$ cat src/rtl/softint_pkg.sv
package softint_pkg;

  // Register-bus address codes (bus-visible encoding)
  localparam logic [1:0] ADDR_DIRECT = 2'd0;
  localparam logic [1:0] ADDR_SET    = 2'd1;
  localparam logic [1:0] ADDR_CLR    = 2'd2;
  localparam logic [1:0] ADDR_PIL    = 2'd3;

  // Control-to-datapath strobes
  typedef struct packed {
    logic wrDirect;
    logic wrSet;
    logic wrClr;
    logic wrPil;
    logic timerSet;
  } softStrobe_t;

endpackage

$ cat src/rtl/softint_ctrl.sv
module softint_ctrl
  import softint_pkg::*;
(
  input  logic        clk,
  input  logic        rstN,
  input  logic        wrEn,
  input  logic [1:0]  wrAddr,
  input  logic        timerHit,
  output softStrobe_t strb
);

  always_comb begin
    strb          = '0;
    strb.timerSet = timerHit;
    if (wrEn) begin
      unique case (wrAddr)
        ADDR_DIRECT: strb.wrDirect = 1'b1;
        ADDR_SET:    strb.wrSet    = 1'b1;
        ADDR_CLR:    strb.wrClr    = 1'b1;
        ADDR_PIL:    strb.wrPil    = 1'b1;
        default:     strb          = strb;
      endcase
    end
  end

  AST_ONE_WRITE_STROBE: assert property (@(posedge clk) disable iff (!rstN)
    $onehot0({strb.wrDirect, strb.wrSet, strb.wrClr, strb.wrPil}));

endmodule

$ cat src/rtl/softint_datapath.sv
module softint_datapath
  import softint_pkg::*;
#(
  parameter int SOFT_W    = 17,
  parameter int PIL_W     = 4,
  parameter int DATA_W    = 64,
  parameter int TIMER_BIT = 16
) (
  input  logic              clk,
  input  logic              rstN,
  input  softStrobe_t       strb,
  input  logic [SOFT_W-1:0] wrData,
  input  logic [1:0]        rdAddr,
  output logic [SOFT_W-1:0] softQ,
  output logic [PIL_W-1:0]  pilQ,
  output logic [DATA_W-1:0] rdData
);

  localparam logic [SOFT_W-1:0] TIMER_MASK = SOFT_W'(1) << TIMER_BIT;

  logic [SOFT_W-1:0] swNext;
  logic [SOFT_W-1:0] softNext;

  // Software merge first, timer match applied on top
  always_comb begin
    swNext = softQ;
    if (strb.wrDirect)   swNext = wrData;
    else if (strb.wrSet) swNext = softQ | wrData;
    else if (strb.wrClr) swNext = softQ & ~wrData;
    softNext = strb.timerSet ? (swNext | TIMER_MASK) : swNext;
  end

  always_ff @(posedge clk or negedge rstN) begin
    if (!rstN) begin
      softQ <= '0;
      pilQ  <= '0;
    end else begin
      softQ <= softNext;
      if (strb.wrPil) pilQ <= wrData[PIL_W-1:0];
    end
  end

  always_comb begin
    if (rdAddr == ADDR_PIL) rdData = DATA_W'(pilQ);
    else                    rdData = DATA_W'(softQ);
  end

  AST_SET_MERGES: assert property (@(posedge clk) disable iff (!rstN)
    (strb.wrSet && !strb.timerSet) |=> softQ == ($past(softQ) | $past(wrData)));
  AST_CLR_DROPS: assert property (@(posedge clk) disable iff (!rstN)
    (strb.wrClr && !strb.timerSet) |=> (softQ & $past(wrData)) == '0);
  AST_CLR_KEEPS: assert property (@(posedge clk) disable iff (!rstN)
    (strb.wrClr && !strb.timerSet) |=> (softQ & ~$past(wrData)) == ($past(softQ) & ~$past(wrData)));
  AST_DIRECT_LOADS: assert property (@(posedge clk) disable iff (!rstN)
    (strb.wrDirect && !strb.timerSet) |=> softQ == $past(wrData));
  AST_PIL_HOLDS: assert property (@(posedge clk) disable iff (!rstN)
    !strb.wrPil |=> $stable(pilQ));
  AST_TIMER_SETS: assert property (@(posedge clk) disable iff (!rstN)
    strb.timerSet |=> softQ[TIMER_BIT]);

endmodule

$ cat src/rtl/softint_mask.sv
module softint_mask #(
  parameter int SOFT_W       = 17,
  parameter int PIL_W        = 4,
  parameter int TICK_BIT     = 0,
  parameter int TIMER_BIT    = 16,
  parameter int SHARED_LEVEL = 14
) (
  input  logic                  clk,
  input  logic                  rstN,
  input  logic [SOFT_W-1:0]     softIn,
  input  logic [PIL_W-1:0]      pilIn,
  output logic [(1<<PIL_W)-1:0] levelReq
);

  localparam int NUM_LEVELS = 1 << PIL_W;
  localparam logic [PIL_W-1:0] SHARED_LVL = PIL_W'(SHARED_LEVEL);
  localparam logic [NUM_LEVELS-1:0] SHARED_ONEHOT = NUM_LEVELS'(1) << SHARED_LEVEL;

  logic [NUM_LEVELS-1:0] reqNext;
  logic                  sharedHit;

  assign sharedHit  = (softIn[TICK_BIT] | softIn[TIMER_BIT]) & (pilIn < SHARED_LVL);
  assign reqNext[0] = 1'b0;

  for (genvar lvl = 1; lvl < NUM_LEVELS; lvl++) begin : g_level
    localparam logic [PIL_W-1:0] LVL = PIL_W'(lvl);
    logic ownHit;
    assign ownHit = softIn[lvl] & (LVL > pilIn);
    if (lvl == SHARED_LEVEL) begin : g_shared
      assign reqNext[lvl] = ownHit | sharedHit;
    end else begin : g_plain
      assign reqNext[lvl] = ownHit;
    end
  end

  always_ff @(posedge clk or negedge rstN) begin
    if (!rstN) levelReq <= '0;
    else       levelReq <= reqNext;
  end

  AST_PIL_BLOCKS_LOW: assert property (@(posedge clk) disable iff (!rstN)
    1'b1 |=> (levelReq & ((NUM_LEVELS'(2) << $past(pilIn)) - NUM_LEVELS'(1))) == '0);
  AST_TIMER_RAISES: assert property (@(posedge clk) disable iff (!rstN)
    (softIn[TIMER_BIT] && pilIn < SHARED_LVL) |=> levelReq[SHARED_LEVEL]);
  AST_TICK_RAISES: assert property (@(posedge clk) disable iff (!rstN)
    (softIn[TICK_BIT] && pilIn < SHARED_LVL) |=> levelReq[SHARED_LEVEL]);
  AST_NO_STRAY_REQ: assert property (@(posedge clk) disable iff (!rstN)
    1'b1 |=> (levelReq & ~SHARED_ONEHOT & ~$past(softIn[NUM_LEVELS-1:0])) == '0);
  AST_LEVEL0_IDLE: assert property (@(posedge clk) disable iff (!rstN)
    !levelReq[0]);

endmodule

$ cat src/rtl/softint_mask_unit.sv
module softint_mask_unit
  import softint_pkg::*;
#(
  parameter int SOFT_W       = 17,
  parameter int PIL_W        = 4,
  parameter int DATA_W       = 64,
  parameter int TICK_BIT     = 0,
  parameter int TIMER_BIT    = 16,
  parameter int SHARED_LEVEL = 14
) (
  input  logic                  clk,
  input  logic                  rstN,
  input  logic                  wrEn,
  input  logic [1:0]            wrAddr,
  input  logic [SOFT_W-1:0]     wrData,
  input  logic                  timerHit,
  input  logic [1:0]            rdAddr,
  output logic [DATA_W-1:0]     rdData,
  output logic [(1<<PIL_W)-1:0] levelReq
);

  softStrobe_t       strb;
  logic [SOFT_W-1:0] softQ;
  logic [PIL_W-1:0]  pilQ;

  softint_ctrl u_ctrl (
    .clk(clk), .rstN(rstN), .wrEn(wrEn), .wrAddr(wrAddr),
    .timerHit(timerHit), .strb(strb)
  );

  softint_datapath #(
    .SOFT_W(SOFT_W), .PIL_W(PIL_W), .DATA_W(DATA_W), .TIMER_BIT(TIMER_BIT)
  ) u_dp (
    .clk(clk), .rstN(rstN), .strb(strb), .wrData(wrData), .rdAddr(rdAddr),
    .softQ(softQ), .pilQ(pilQ), .rdData(rdData)
  );

  softint_mask #(
    .SOFT_W(SOFT_W), .PIL_W(PIL_W), .TICK_BIT(TICK_BIT),
    .TIMER_BIT(TIMER_BIT), .SHARED_LEVEL(SHARED_LEVEL)
  ) u_mask (
    .clk(clk), .rstN(rstN), .softIn(softQ), .pilIn(pilQ), .levelReq(levelReq)
  );

endmodule

$ cat config.mk
export PLATFORM = sky130hd
export DESIGN_NAME = softint_mask_unit
export DESIGN_NICKNAME = d
export VERILOG_FILES = /design/src/rtl/softint_pkg.sv /design/src/rtl/softint_ctrl.sv /design/src/rtl/softint_datapath.sv /design/src/rtl/softint_mask.sv /design/src/rtl/softint_mask_unit.sv
export SDC_FILE = /design/constraint.sdc
export NUM_CORES = 1
export LEC_CHECK = 0
export BUFFER_PORTS_ARGS = -buffer_cell sky130_fd_sc_hd__buf_4
export CORE_MARGIN = 2
export CORE_UTILIZATION = 49
export DETAILED_ROUTE_END_ITERATION = 8
export GPL_TIMING_DRIVEN = 0
export HOLD_SLACK_MARGIN = 0.06
export PLACE_DENSITY = 0.88
export SLEW_MARGIN = 25
export SYNTH_ARGS = -nofsm -noshare
export SYNTH_HDL_FRONTEND = slang
export SYNTH_HIERARCHICAL = 1
export SYNTH_SLANG_ARGS = --single-unit
export TNS_END_PERCENT = 20
$ cat constraint.sdc
create_clock -name clk -period 2.7 [get_ports clk]
set_input_delay 0.54 -clock clk [delete_from_list [all_inputs] [get_ports clk]]
set_output_delay 0.54 -clock clk [all_outputs]
set_load 0.005 [all_outputs]
==> results of run 1 <==
==> worst max-delay path, stage by stage <==
cell and delay, ns:
buf_4 0.11, nand2_1 0.25, clkbuf_1 0.32, and2_1 0.20, buf_4 0.11
==> where the power goes <==
part / switching (uW) / internal, uW / total, uW
registers: 67.5 / 634 / 701
logic: 175 / 279 / 454
clock network: 179 / 208 / 387
total: 422 / 1120 / 1540
==> metrics by stage <==
| stage | area [sq um] | hold slack, ns | worst slack, ns |
|---|---|---|---|
| final | 2740 | 0.201 | 0.639 |
| after global routing | 2740 | 0.232 | 0.554 |
| after CTS | 2740 | 0.210 | 0.645 |
| after detailed placement | 2650 | 0.517 | 0.639 |
| after global placement | 2650 | 0.509 | 0.634 |
| after floorplan | 2170 | 0.244 | 1.09 |
==> placed cells by master (no fill, tap or decap), types with 4 or more instances in the layout <==
cell | synthesis | final
buf_4 | 50 | 105
conb_1 | 2 | 48
dfrtp_1 | 36 | 36
nand2_1 | 17 | 17
and2_1 | 15 | 15
a32o_1 | 15 | 15
mux2_2 | 8 | 8
clkbuf_8 | 0 | 6
inv_1 | 5 | 5
buf_2 | 4 | 4
==> kinds of logic (layout without fill, tap and decap cells) <==
family / Yosys count / count (layout) / share of synthesized area [%]
AOI/OAI and AO/OA: 29 / 29 / 13.3
muxes: 9 / 9 / 5.01
buffers and inverters: 63 / 126 / 22.6
other: 2 / 48 / 0.376
DFF: 36 / 36 / 45.1
and+or+nand+nor: 45 / 45 / 13.7
==> worst max-delay path by stage <==
| stage | start | slack (ns) | endpoint |
|---|---|---|---|
| 2_1_floorplan | rdAddr[0] | 1.09 | rdData[10] |
| 3_3_place_gp | rdAddr[0] | 0.63 | rdData[6] |
| 3_5_place_dp | rdAddr[0] | 0.64 | rdData[6] |
| 4_1_cts | rdAddr[0] | 0.65 | rdData[6] |
| 5_1_grt | rdAddr[0] | 0.55 | rdData[6] |
| 6_report | rdAddr[0] | 0.64 | rdData[6] |
==> cell type report <==
class	count	share of cell area [%]
flip-flops and latches	36	32.9
multi-input cells	131	29.9
plain buffers	58	15.8
repair buffers	55	15.1
clock buffers	8	3.29
well taps	50	2.29
inverters	5	0.686
==> per-layer routing <==
layer / wire length, um / track usage (%)
met5: 0 / 0
met4: 96 / 9.75
met2: 2190 / 33.1
met1: 1570 / 21.1
met3: 316 / 4.28
==> reports/results.ini, run 1 <==
[routing]
drcViolationCount = 0
vias = 1535
routedWlPerCell_um = 12.2
drt_iter0_markers = 99
routed_wl_mm = 4.17
viasPerCell = 4.48
firstDrtPassIters = 4
antenna_left = 0

[floorplan]
die_x_um = 67.9
dieArea_sq_um = 4600
ios = 105
die_h_um = 67.9
rows = 23
start_util_pct = 50.3
core-area_sq_um = 3970

[sta]
finClkSkew_ns = 0.00493
period_needed_ns = 2.06
fmax_mhz = 485
slew_violations = 0
setup_tns_ns = 0
min_period_over_period_pct = 76.3
rsz0062_at_grt = no
hold_viol = 0
setup_viol = 0

[place]
gp_congestion = 0.817
port_buffers = 55
placed_cells = 335
dp_hpwl_mm = 3.28

[clocking]
clock_latency_ns = 0.29
postCtsHoldBufs = 0
clockBufferDepth = 2
cts.sinks = 36
htreeDepth = 2
cts_resized = 0
post_cts_buffers = 0
cts_tree = done
path_clk_slew_ns = 0.07
cts.root.buffer_cell = clkbuf_8
cts_buffers = 5

[worst_setup_path]
rr_startpoint = u_dp/pilQ[3]$_DFFE_PN0P_
r2r_slack_ns = 1.64
cp-start-kind = primary input
path_class = primary input to output pin
rr_worst_depth = 2
cp_data_required_time_ns = 2.16
r2r-end = u_mask/levelReq[2]$_DFF_PN0_
critPathArrivalTime_ns = 1.52
worstPathMaxFanout = 10
cp-end-kind = output pin

[layout]
nFillCells = 312
multi_input_area_sq_um = 818
drive_above_1_share_pct = 44.7
utilization_pct = 68.9
regArea_sq_um = 901
final_cells = 343
nNetsFinal = 317
syn2layout_area_growth_pct = 36.9
diodes = 0

[synthesis]
yosysUniqueCellTypes = 34
synth_cells = 184
yosys-top-cells-count = buf_4 (50), dfrtp_1 (36), nand2_1 (17), a32o_1 (15), and2_1 (15)
yosys-top-cells-area = dfrtp_1 (45%), buf_4 (19%), a32o_1 (7.5%)
async_flop_share_pct = 100
yosysTopAreaCell = dfrtp_1
yosys_warnings = 6
synth_edf_count = 0
synth_area_sq_um = 2000
synthFlopType = dfrtp_1
ys_seq_area_share_pct = 45.1
netlist.area_leader.share_pct = 45.1
synth.most_common_cell = buf_4
ys_ff_latch = 36
avgSynthCellArea_sq_um = 10.9

[power]
power.total_uw = 1540
p_leak_uw = 0.00144
p_per_area_nw_per_um2 = 564
irDropWorstVdd_mv = 0.229

[global_routing]
grt_pass1_wl_mm = 6.32
antenna_found_initial = 0
grt.total_usage_pct = 18.8
grt_remaining_overflow = 0
grt_pass1_vias = 1398
grt_max_degree = 37

[outcome]
status = finished, final reports clean

[run]
cap_violations = 0

[worst_hold_path]
hp-class = primary input to asynchronous set/reset pin

Power figures use the tool's default switching activity.
==> run 2: changes to the inputs <==
--- a/config.mk
+++ b/config.mk
@@ -5,13 +5,14 @@
 export SDC_FILE = /design/constraint.sdc
 export NUM_CORES = 1
 export LEC_CHECK = 0
+export ABC_AREA = 1
 export BUFFER_PORTS_ARGS = -buffer_cell sky130_fd_sc_hd__buf_4
 export CORE_MARGIN = 2
-export CORE_UTILIZATION = 49
+export CORE_UTILIZATION = 46
 export DETAILED_ROUTE_END_ITERATION = 8
 export GPL_TIMING_DRIVEN = 0
 export HOLD_SLACK_MARGIN = 0.06
-export PLACE_DENSITY = 0.88
+export PLACE_DENSITY = 0.82
 export SLEW_MARGIN = 25
 export SYNTH_ARGS = -nofsm -noshare
 export SYNTH_HDL_FRONTEND = slang
==> constraint.sdc (replaced) <==
create_clock -name clk -period 2.05 [get_ports clk]
set_input_delay 0.41 -clock clk [delete_from_list [all_inputs] [get_ports clk]]
set_output_delay 0.41 -clock clk [all_outputs]
set_load 0.005 [all_outputs]
==> run 2 against run 1 <==
- total power up 36%
- core utilization down 3.7 points
- flip-flop and latch count unchanged
- register-to-register slack worse by 0.62 ns
- critical path type unchanged
- critical endpoint is now rdData[10]
==> reports/results.ini, run 2 <==
[outcome]
status = finished, final reports clean

[routing]
viasPerCell = 4.12  ; -8.0%
drt_iter0_markers = 134  ; +35%
vias = 1848  ; +20%
firstDrtPassIters = 4  ; unchanged
routed_wl_mm = 4.54  ; +8.7%
antenna_left = 0  ; unchanged
routedWlPerCell_um = 10.1  ; -17%
drcViolationCount = 0  ; unchanged

[layout]
syn2layout_area_growth_pct = 35.1
regArea_sq_um = 901  ; unchanged
drive_above_1_share_pct = 31.5  ; -13 points
diodes = 0  ; unchanged
nNetsFinal = 422  ; +33%
multi_input_area_sq_um = 865  ; +5.7%
layout_common_cells = buf_4 (105), nand2_1 (94), conb_1 (48)
utilization_pct = 65.2  ; -3.7 points
layout_commonest_cell = buf_4
nFillCells = 374  ; +20%

[clocking]
htreeDepth = 2  ; unchanged
clock_latency_ns = 0.29  ; about the same
cts.sinks = 36  ; unchanged
cts.root.buffer_cell = clkbuf_8
clockBufferDepth = 2  ; unchanged
postCtsHoldBufs = 0  ; unchanged
post_cts_buffers = 0  ; unchanged
cts_resized = 0  ; unchanged
cts_tree = done
cts_buffers = 5  ; unchanged
path_clk_slew_ns = 0.07  ; about the same

[global_routing]
grt_pass1_wl_mm = 7.30  ; +16%
grt_remaining_overflow = 0  ; unchanged
grt_max_degree = 37  ; unchanged
global_route.usage.met2_pct = 31.9  ; -1.2 points
grt.total_usage_pct = 18.2  ; -0.58 points
antenna_found_initial = 0  ; unchanged
met3_usage_pct = 5.28  ; +1.0 points
grt.busiest_layer = met2
grtUsageMet1_pct = 20.5  ; -0.65 points
grt_pass1_vias = 1677  ; +20%

[synthesis]
yosys-top-cells-area = dfrtp_1 (42%), buf_4 (18%), nand2_1 (17%)
synth_edf_count = 0  ; unchanged
netlist.area_leader.share_pct = 42.3  ; -2.8 points
yosysUniqueCellTypes = 16  ; -53%
synth_cells = 289  ; +57%
avgSynthCellArea_sq_um = 7.37  ; -32%
synthFlopType = dfrtp_1
ys_seq_area_share_pct = 42.3  ; -2.8 points
ys_ff_latch = 36  ; unchanged
synth_area_sq_um = 2130  ; +6.6%
synth.most_common_cell = nand2_1
yosys-top-cells-count = nand2_1 (94), buf_4 (50), nor2_1 (38), dfrtp_1 (36), inv_1 (34)
yosys_warnings = 6  ; unchanged
yosysTopAreaCell = dfrtp_1
async_flop_share_pct = 100  ; unchanged

[floorplan]
ios = 105  ; unchanged
die_x_um = 72.0  ; +6.2%
core-area_sq_um = 4410  ; +11%
rows = 24  ; +4.3%
start_util_pct = 48.2  ; -2.1 points
die_h_um = 72.0  ; +6.2%
dieArea_sq_um = 5190  ; +13%

[worst_hold_path]
hp-class = primary input to asynchronous set/reset pin

[sta]
setup_tns_ns = 0  ; unchanged
period_needed_ns = 1.73
slew_violations = 0  ; unchanged
finClkSkew_ns = 0.00535  ; +0.000415 ns
min_period_over_period_pct = 84.4
setup_viol = 0  ; unchanged
fmax_mhz = 578
hold_viol = 0  ; unchanged
rsz0062_at_grt = no

[power]
power.total_uw = 2090  ; +36%
netSwitchingFraction_pct = 29.9  ; +2.6 points
p_sw_uw = 627  ; +49%
irDropWorstVdd_mv = 0.309  ; +35%
p_leak_uw = 0.00175  ; +22%
pwr-share-seq_pct = 44.8  ; -0.7 points
p_int_uw = 1470  ; +31%
clockPowerShare_pct = 25.9  ; +0.8 points
p_per_area_nw_per_um2 = 728  ; +29%
power.share.combinational_pct = 29.3  ; -0.2 points

[worst_setup_path]
path_class = primary input to output pin
cp-start-kind = primary input
critPathArrivalTime_ns = 1.32  ; -0.20 ns
slowest_stage = nand2_1
path_cells = buf_4 > nand2_1 > inv_1 > buf_2 > nor2_1 > buf_4
critical_path_depth = 6  ; +1
crit_path_frequent_cell = buf_4
cp_slowest_stage_delay_ns = 0.22  ; -0.10 ns
cp-end-kind = output pin
cp_num_buf_inv = 4  ; +1
crit_family = buffers and inverters
rr_worst_depth = 3  ; +1
cp_data_required_time_ns = 1.64  ; -0.52 ns
worstPathMaxFanout = 10  ; unchanged

[place]
dp_hpwl_mm = 3.43  ; +4.4%
port_buffers = 55  ; unchanged
gp_congestion = 0.796  ; -2.5%

[run]
cap_violations = 0  ; unchanged

-- run 2: worst paths after layout --
| kind | slack [ns] | from | to |
|---|---|---|---|
| max | 0.32 | rdAddr[0] | rdData[10] |
| min | 0.06 | rstN | asynchronous set/reset pin |
| max reg2reg | 1.02 | u_dp/pilQ[1]$_DFFE_PN0P_ | u_mask/levelReq[13]$_DFF_PN0_ |
| min reg2reg | 0.50 | flop | flop |
| max in group asynchronous | 1.67 | rstN | asynchronous set/reset pin |
| min in group clk | 0.32 | wrData[7] | flop |
-- run 2: cell families after synthesis --
logic type	share of synthesized area, %
simple gates	29.8
buf+inv	25.2
compound gates	2.35
flops	42.3
other cells	0.353
-- run 2: area by class of cell --
| cell class | count | share of cell area [%] |
|---|---|---|
| clock buffers | 7 | 3.35 |
| plain buffers | 53 | 14.1 |
| well taps | 52 | 2.26 |
| repair buffers | 55 | 14.4 |
| flip-flops and latches | 36 | 31.3 |
| multi-input cells | 211 | 30.1 |
| inverters | 35 | 4.57 |
-- run 2: power by group through the flow --
stage | Sequential [uW] | Combinational, uW | Clock (uW)
6_report | 937 | 613 | 543
3_3_place_gp | 945 | 595 | 0
2_1_floorplan | 927 | 338 | 0
3_5_place_dp | 948 | 612 | 0
5_1_grt | 952 | 700 | 567
4_1_cts | 937 | 616 | 544
-- run 2: layer usage --
metal / part of all wire [%] / wire length, um
met1: 39 / 1770
met2: 50 / 2280
met3: 9.2 / 418
met4: 1.4 / 62
met5: 0 / 0
-- run 2: per-stage QoR --
step / instance area (sq um) / hold slack, ns / std cells / setup slack, ns
floorplan: 2300 / 0.114 / 335 / 0.706
global placement: 2780 / 0.386 / 442 / 0.304
detailed placement: 2780 / 0.389 / 442 / 0.307
CTS: 2880 / 0.0782 / 449 / 0.315
global route: 2880 / 0.0979 / 449 / 0.211
finish: 2880 / 0.0629 / 449 / 0.319
==> run 3: changes to the inputs <==
--- a/config.mk
+++ b/config.mk
@@ -5,10 +5,10 @@
 export SDC_FILE = /design/constraint.sdc
 export NUM_CORES = 1
 export LEC_CHECK = 0
-export ABC_AREA = 1
+export ABC_AREA = 0
 export BUFFER_PORTS_ARGS = -buffer_cell sky130_fd_sc_hd__buf_4
 export CORE_MARGIN = 2
-export CORE_UTILIZATION = 46
+export CORE_UTILIZATION = 45
 export DETAILED_ROUTE_END_ITERATION = 8
 export GPL_TIMING_DRIVEN = 0
 export HOLD_SLACK_MARGIN = 0.06
==> constraint.sdc (replaced) <==
create_clock -name clk -period 1.78 [get_ports clk]
set_input_delay 0.356 -clock clk [delete_from_list [all_inputs] [get_ports clk]]
set_output_delay 0.356 -clock clk [all_outputs]
set_load 0.005 [all_outputs]
==> run 3 against run 2 <==
- register-to-register slack got worse by 0.29 ns
- cell count decreased by 23%
- core utilization fell by 1.5 points
- clock skew up 0.0013 ns
- global-route usage shrank 1.7 points
- flip-flop and latch count unchanged
- sequential share of layout area grew 1.4 points
- critical path depth is 4 lower
- combinational power grew 13%
- routed wire length is 11% lower
- sequential power is 13% higher
- first-iteration DRC count is 68% lower
- largest cell class unchanged
==> reports/results.ini, run 3 (synthesized netlist as in run 1, its figures left out) <==
[sta]
slew_violations = 0  ; unchanged
period_needed_ns = 1.61
setup_viol = 0  ; unchanged
whs_ns = 0.272  ; +0.209 ns
rsz0062_at_grt = no
setup_tns_ns = 0  ; unchanged
min_period_over_period_pct = 90.4
fmax_mhz = 622
finClkSkew_ns = 0.00667  ; +0.00132 ns
hold_viol = 0  ; unchanged

[place]
gp_congestion = 0.744  ; -6.6%
port_buffers = 55  ; unchanged
dp_hpwl_mm = 3.20  ; -6.6%
placed_cells = 337  ; -24%

[routing]
vias = 1526  ; -17%
drt_iter0_markers = 43  ; -68%
routedWlPerCell_um = 11.7  ; +16%
firstDrtPassIters = 4  ; unchanged
routed_wl_mm = 4.04  ; -11%
drcViolationCount = 0  ; unchanged
antenna_left = 0  ; unchanged
viasPerCell = 4.41  ; +7.2%

[layout]
syn2layout_area_growth_pct = 37.8
drive_above_1_share_pct = 45.6  ; +14 points
layout_commonest_cell = buf_4
layout_common_cells = buf_4 (105), conb_1 (48), dfrtp_1 (36)
nNetsFinal = 318  ; -25%
final_cells = 346  ; -23%
diodes = 0  ; unchanged

[worst_setup_path]
cp-end-kind = output pin
cp_data_required_time_ns = 1.42  ; -0.22 ns
cp-start-kind = flop
critPathArrivalTime_ns = 1.25  ; -0.07 ns
path_class = flop to output pin
worstPathMaxFanout = 10  ; unchanged

[global_routing]
grt_pass1_wl_mm = 6.38  ; -13%
grt_max_degree = 37  ; unchanged
met3_usage_pct = 5.56  ; +0.28 points
grt.busiest_layer = met2
grt_pass1_vias = 1407  ; -16%
antenna_found_initial = 0  ; unchanged
global_route.usage.met2_pct = 27.4  ; -4.5 points
grt_remaining_overflow = 0  ; unchanged
grtUsageMet1_pct = 19.3  ; -1.2 points
grt.total_usage_pct = 16.5  ; -1.7 points

[power]
clockPowerShare_pct = 25.0  ; -0.9 points
pwr-share-seq_pct = 45.4  ; +0.6 points
power.total_uw = 2330  ; +11%
p_leak_uw = 0.00145  ; -17%
netSwitchingFraction_pct = 27.4  ; -2.6 points
irDropWorstVdd_mv = 0.301  ; -2.7%
p_per_area_nw_per_um2 = 847  ; +16%
power.share.combinational_pct = 29.6  ; +0.3 points
p_int_uw = 1690  ; +16%
p_sw_uw = 638  ; +1.8%

[run]
cap_violations = 0  ; unchanged

[floorplan]
rows = 24  ; unchanged
ios = 105  ; unchanged
die_x_um = 70.6  ; -2.0%
start_util_pct = 46.2  ; -2.0 points
die_h_um = 70.6  ; -2.0%
core-area_sq_um = 4320  ; -2.0%
dieArea_sq_um = 4990  ; -3.9%

[outcome]
status = finished, final reports clean

[worst_hold_path]
hp-class = primary input to flop

[clocking]
cts_buffers = 5  ; unchanged
htreeDepth = 2  ; unchanged
cts_tree = done
clockBufferDepth = 2  ; unchanged
cts.root.buffer_cell = clkbuf_8
cts.sinks = 36  ; unchanged
clock_latency_ns = 0.29  ; about the same
post_cts_buffers = 0  ; unchanged
path_clk_slew_ns = 0.06  ; about the same

## run 3: cell types whose count changed in the layout (fill, tap and decap cells not counted), moves of 3 or more
cell / before / now
or2_0: 10 / 0
inv_1: 34 / 5
or2_2: 7 / 0
buf_2: 1 / 4
and2_1: 0 / 15
nand2_1: 94 / 17
buf_6: 0 / 3
nor2_1: 38 / 0
mux2_2: 0 / 8
a32o_1: 0 / 15
and3b_1: 0 / 3
o21ai_0: 8 / 1
## run 3: worst paths after layout
check | cells after the start | end | from | slack, ns
max | 2 | rdData[0] | u_dp/pilQ[0]$_DFFE_PN0P_ | 0.17
min | 2 | u_dp/softQ[16]$_DFFE_PN0P_ | timerHit | 0.27
max reg2reg | 2 | u_mask/levelReq[2]$_DFF_PN0_ | u_dp/pilQ[3]$_DFFE_PN0P_ | 0.73
min reg2reg | 1 | u_mask/levelReq[13]$_DFF_PN0_ | flop | 0.52
max in group asynchronous | 2 | asynchronous set/reset pin | rstN | 0.92
min in group asynchronous | 2 | u_mask/levelReq[4]$_DFF_PN0_ | rstN | 0.55
## run 3: final cells by class
type                       count  area (sq um)
multi-input combinational    131           818
tap                           52          65.1
buffer                        58           434
fill                         374          1570
timing repair buffer          56           423
clock buffer                   6          82.6
sequential                    36           901
clock inverter                 2          10.0
inverter                       5          18.8
## run 3: stage by stage
step | cell area [sq um] | util [%] | setup slack [ns]
final | 2750 | 63.7 | 0.172
after global routing | 2750 | 63.7 | 0.0951
after global placement | 2650 | 61.3 | 0.0610
after CTS | 2750 | 63.6 | 0.0653
after floorplan | 2170 | - | 0.467
after detailed placement | 2650 | 61.3 | 0.0690
## run 3: power groups by stage
| stage | Clock, uW | Sequential, uW | Combinational [uW] |
|---|---|---|---|
| after floorplan | 0 | 1060 | 387 |
| after global placement | 0 | 1070 | 674 |
| after detailed placement | 0 | 1080 | 689 |
| after CTS | 599 | 1060 | 692 |
| after global routing | 635 | 1080 | 754 |
| final | 582 | 1060 | 690 |
## run 3: critical path: stages (launching register included)
cell and delay, ns:
dfrtp_1 0.51, mux2_2 0.32, buf_4 0.14
## run 3: layer usage
layer  vias up  share of wire, %
met4         0               3.2
met3        13               8.0
li1        756                 -
met2        63                51
met5         -                 0
met1       694                38
## run 3: repair_timing
action,in CTS,in global routing
endpoints found under the hold margin,36,0
hold buffers,1,0
gates resized for setup,0,2
endpoints found under the setup margin,0,4
